[src/rtl/sync_preset_counter.sv]
module sync_preset_counter #(
  parameter int W = 4
) (
  input  logic         clk,
  input  logic         clr_n,
  input  logic         ld_n,
  input  logic [W-1:0] din,
  input  logic         en_p,
  input  logic         en_t,
  output logic [W-1:0] q,
  output logic         carry
);
  localparam logic [W-1:0] TOP = {W{1'b1}};

  logic [W-1:0] cnt;
  logic         run;

  assign run = en_p & en_t;

  always_ff @(posedge clk) begin
    if (!clr_n)     cnt <= '0;
    else if (!ld_n) cnt <= din;
    else if (run)   cnt <= cnt + 1'b1;
  end

  assign q     = cnt;
  assign carry = en_t & (cnt == TOP);

  // checker qualifier: state is defined once a clear has been taken
  logic known;
  always_ff @(posedge clk) known <= known | !clr_n;

  p_clear_r2: assert property (@(posedge clk) disable iff (!known)
    !clr_n |=> q == '0);
  p_clear_wins_r4: assert property (@(posedge clk) disable iff (!known)
    (!clr_n && !ld_n) |=> q == '0);
  p_load_r3: assert property (@(posedge clk) disable iff (!known)
    (clr_n && !ld_n) |=> q == $past(din));
  p_count_r5: assert property (@(posedge clk) disable iff (!known)
    (clr_n && ld_n && en_p && en_t) |=> q == $past(q) + 1'b1);
  p_hold_r6: assert property (@(posedge clk) disable iff (!known)
    (clr_n && ld_n && !(en_p && en_t)) |=> $stable(q));
  p_carry_gate_r7: assert property (@(posedge clk) disable iff (!known)
    !en_t |-> !carry);
  p_carry_wrap_r8: assert property (@(posedge clk) disable iff (!known)
    (carry && en_p && clr_n && ld_n) |=> q == '0);
endmodule

[config.mk]
export PLATFORM = sky130hd
export DESIGN_NAME = sync_preset_counter
export DESIGN_NICKNAME = d
export VERILOG_FILES = /design/src/rtl/sync_preset_counter.sv
export SDC_FILE = /design/constraint.sdc
export NUM_CORES = 1
export LEC_CHECK = 0
export ABC_AREA = 1
export BUFFER_PORTS_ARGS = -buffer_cell sky130_fd_sc_hd__buf_2
export CORE_AREA = 2 2 39 41
export CTS_BUF_LIST = sky130_fd_sc_hd__clkbuf_8
export DETAILED_ROUTE_END_ITERATION = 10
export DIE_AREA = 0 0 41 43
export HOLD_SLACK_MARGIN = 0.08
export PLACE_DENSITY = 0.43
export SLEW_MARGIN = 20
export SYNTH_ARGS = -nofsm -noshare
export SYNTH_HDL_FRONTEND = slang
export SYNTH_SLANG_ARGS = --single-unit
[constraint.sdc]
create_clock -name clk -period 2.3 [get_ports clk]
set_clock_uncertainty 0.2 [all_clocks]
set_input_delay 0.115 -clock clk [delete_from_list [all_inputs] [get_ports clk]]
set_output_delay 0.115 -clock clk [all_outputs]
set_load 0.1 [all_outputs]
# After elaboration in Yosys (flattened, before gate mapping)
# Cells that the tools add are included.
[totals]
regBits = 4
latch_bits = 0
ramBits = 0
mem_bits_ro = 0
inputBits = 9
out_inout_bits = 5
memories = 0
[classes]
add_sub_neg = 1
mul = 0
div = 0
n_lt_le_gt_ge = 0
eq_ne = 2
shifts = 0
muxes = 2
n_bitwise = 2
n_reduce_logical = 0
[ops]
columns = ["cell", "count"]
rows = [
  ["$mux 4", 2],
  ["$add 4x1->4 const B", 1],
  ["$eq 4x4->1 const B", 1],
  ["$and 1x1->1", 2],
  ["$ne 2x1->1 const B", 1],
]

# Longest topological paths before layout
[depth]
ltp_word = 3
mapped_depth = 7
mapped_depth_nobuf = 7

# Least setup slack after synthesis
# Ideal clock, no wire load.
[synth_timing]
path_kind = "reg-to-output"
start = "register cnt[0], in the netlist q[0]"
end = "output port carry"
arrival_time_ns = 2.674
path_slack_ns = -0.689
path_stages_with_launch = 4
n_path_buf = 0
cell_sequence = "dfxtp_1 -> ha_1 -> nand2_1 -> nor2_1"
[synth_via]
elab_chain_cells = 2
[synth_lines]
columns = ["element", "line_no", "source"]
rows = [
  ["start: declaration", "15", "logic [W-1:0] cnt;"],
  ["start signal: assignment", "22", "else if (!ld_n) cnt <= din;"],
  ["start signal: assignment", "23", "else if (run) cnt <= cnt + 1'b1;"],
  ["$eq 4x4->1", "27", "assign carry = en_t & (cnt == TOP);"],
  ["$and 1x1->1", "27", ""],
  ["end: declaration", "11", "output logic carry"],
]
# No other way between the ends.

# Worst setup path in the final report
[layout_timing]
start = "register cnt[0], in the netlist q[0]"
end = "register cnt[2], in the netlist q[2]"
[layout_via]
elab_chain_cells = 3
[layout_lines]
columns = ["element", "line_no"]
rows = [
  ["$add 4x1->4", "23"],
  ["$mux 4", "23"],
  ["$mux 4", "22"],
]
# No other way between the ends. The select of a mux whose other input is x is not followed.
# A chain may end at the register's enable or synchronous reset.

==> results.md <==
- Status: finished, final reports clean
- Slew headroom: 67.8%
- Routed Wire Length: 668 microns
- Worst VDD drop: 0.435 mV
- Port Buf Inserts: 13
- Avg Inst Size Synth: 6.35 sq um
- Clock power share: 47.0%
- Setup_tns: 0 ps
- Initial antenna violation count: 0
- Die height: 43 microns
- RSZ-0062 raised after global routing: no
- CP Data Arrival Time: 1750 ps
- CTS root buffer: clkbuf_8
- Sequential area share after synthesis: 33.2%
- Fillers: 152
- Slowest CP cell: dlygate4sd3_1
- TritonRoute pass-1 iters: 4
- Synth area leaders: dfxtp_1, nand2_1, nand3_1, inv_1, nor2_1
- Worst Max-Slew Pin Slew: 486 ps
- Endpoints failing hold: 0
- Share of layout cells above drive strength 1: 33.3%
- Synth cell types: 15
- Number of flip-flops in the largest register: 4
- Initial Util: 17.5%
- Int Power: 212 uW
- WL/cell: 8.79 microns
- Worst Path Required: 2210 ps
- MaxCap Viol Count: 0
- Post-DP HPWL: 518 microns
- CP Max Fanout: 6
- Sink Count: 4
- GP Congestion: 0.672
- Worst path bufs/invs: 2
- DR DRC count: 0
- Clock transition at the registers of the reported paths: 30 ps
- WS Path Type: reg -> reg
- P_leak: 0.217 nW
- Core footprint: 1380 sq um
- GRT Residual Overflow: 0
- Area after detailed placement: 334 sq um
- Post-layout min period: 1840 ps
- Vias in the first global route: 255
- Synth cell count leaders: nand2_1, dfxtp_1, inv_1, nand3_1, nor2_1
- Antenna Violating Nets Remaining: 0
- Power per cell area: 716 nW/um^2
- Worst Hold Class: in -> reg
- Cell with the most instances after synthesis: nand2_1
- Post-Synthesis Cells: 38
- EDFF count, synth: 0
- CP peak stage delay: 540 ps
- Reg power frac: 26.5%
- IO Count: 14
- Fin. max-slew vios: 0
- Crit path launch type: flop
- Clk_lat worst skew: 220 ps
- Largest net degree at the start of global routing: 7
- Top FF cell, synth: dfxtp_1
- CTS Buf Count: 3
- CP top delay family: buffers and inverters
- Post-Route Utilization: 31.5%
- First-pass GRT wire length: 1050 microns
- Area Overhead vs Synth: 80.3%
- GRT Resource Usage Total: 9.13%
- Ys async rst share: 0%
- Net Sw Frac: 32.1%
- 1st-iter DRT viols: 4
- Fin area: 435 sq um
- CTS Buffer Depth: 2
- Via density: 3.99
- Final setup viols: 0
- Post-CTS sizing: 0
- Detailed-route via count: 303
- Achievable frequency: 542 MHz
- Crit end category: flop
- Switching power: 100 uW
- Synth warn: 0
- Placement Rows: 14
- Synth top area share: 33.2%
- DIE AREA: 1760 sq um
- Worst-path cell chain: ha_1, or2_0, nand3_1, nand3_1, nand2_1, dlygate4sd3_1, inv_1
- Synthesis-stage register bit count: 4
- Synthesized area: 241 sq um
- H-Tree Level Count: 1
- Hold Buf Count CTS: 6
- Diode count: 0
- Final net count: 72
- Period Utilization, post-route: 80.2%
- Syn nets: 48
- Yosys top cell by area: dfxtp_1
- Postcts setup bufs: 0
- CTS tree: yes
- Part of the power in combinational logic: 26.5%
- CP dominant cell by count: nand3_1
- Die width: 41 microns
## worst register-to-register path: cells and delay by family, from the launching register on
family                   cells  cell delay [ps]
buffers and inverters        2              570
AND/OR/NAND/NOR              4              420
adder cells (fa/ha/maj)      1              220
flip-flops                   1              340
## placed cells by master, fill, tap and decap left out
| cell type | synthesis | layout |
|---|---|---|
| buf_2 | 0 | 13 |
| nand2_1 | 11 | 11 |
| dlygate4sd3_1 | 0 | 6 |
| inv_1 | 4 | 4 |
| nand3_1 | 4 | 4 |
| dfxtp_1 | 4 | 4 |
| nor2_1 | 4 | 3 |
| clkbuf_8 | 0 | 3 |
| o21ai_0 | 2 | 2 |
| nor2_4 | 0 | 1 |
| nand4_1 | 1 | 1 |
| nand2_2 | 1 | 1 |
| a21oi_1 | 1 | 1 |
| inv_2 | 1 | 1 |
| nor2_2 | 1 | 1 |
| a211oi_1 | 1 | 1 |
| or2_0 | 1 | 1 |
| a31oi_1 | 1 | 1 |
| ha_1 | 1 | 1 |
## per-stage QoR
| stage | power, mW | hold WS, ps | setup slack [ps] | cells |
|---|---|---|---|---|
| after detailed placement | 0.158 | 165 | 780 | 67 |
| after global placement | 0.159 | 150 | 795 | 67 |
| after global routing | 0.332 | 129 | 377 | 76 |
| final | 0.312 | 95.2 | 455 | 76 |
| after CTS | 0.317 | 102 | 438 | 76 |
| after floorplan | 0.139 | 12.6 | 36.0 | 38 |
## final cells by class
type	count	area (sq um)	area share (%)
multi-input combinational	29	150	34.5
timing repair buffer	19	125	28.7
sequential	4	80.1	18.4
clock buffer	3	41.3	9.48
tap	16	20.0	4.60
inverter	5	18.8	4.31
## layer usage
layer | up-vias | GRT usage [%] | wire, microns
li1 | 170 | - | -
met1 | 121 | 10.6 | 303
met2 | 12 | 12.5 | 300
met3 | 0 | 6.28 | 64
met4 | 0 | 4.00 | 0
met5 | - | 0 | 0
## logic make-up after synthesis
family	Yosys count	synth area share, %
AND/OR/NAND/NOR	23	42.0
buffers and inverters	5	7.77
AO/OA/AOI/OAI	5	11.9
adder cells (fa/ha/maj)	1	5.18
flip-flops	4	33.2
## power groups by stage
stage	sequential (mW)	combinational, mW	clock (mW)
2_1_floorplan	0.121	0.0188	0
5_1_grt	0.0835	0.0890	0.160
3_3_place_gp	0.0833	0.0753	0
4_1_cts	0.0826	0.0837	0.151
6_report	0.0824	0.0827	0.146
3_5_place_dp	0.0835	0.0747	0
## path summary, 6_finish.rpt
| path | from | to | slack (ps) | depth (start not counted) |
|---|---|---|---|---|
| worst max-delay path | q[0]$_SDFFE_PN0P_ | q[2]$_SDFFE_PN0P_ | 460 | 7 |
| worst min-delay path | ld_n | q[3]$_SDFFE_PN0P_ | 100 | 4 |
| worst max register to register | q[0]$_SDFFE_PN0P_ | q[2]$_SDFFE_PN0P_ | 460 | 7 |
| worst min register to register | q[3]$_SDFFE_PN0P_ | q[3]$_SDFFE_PN0P_ | 300 | 2 |
Note: power is estimated with default switching activity, not from simulation.
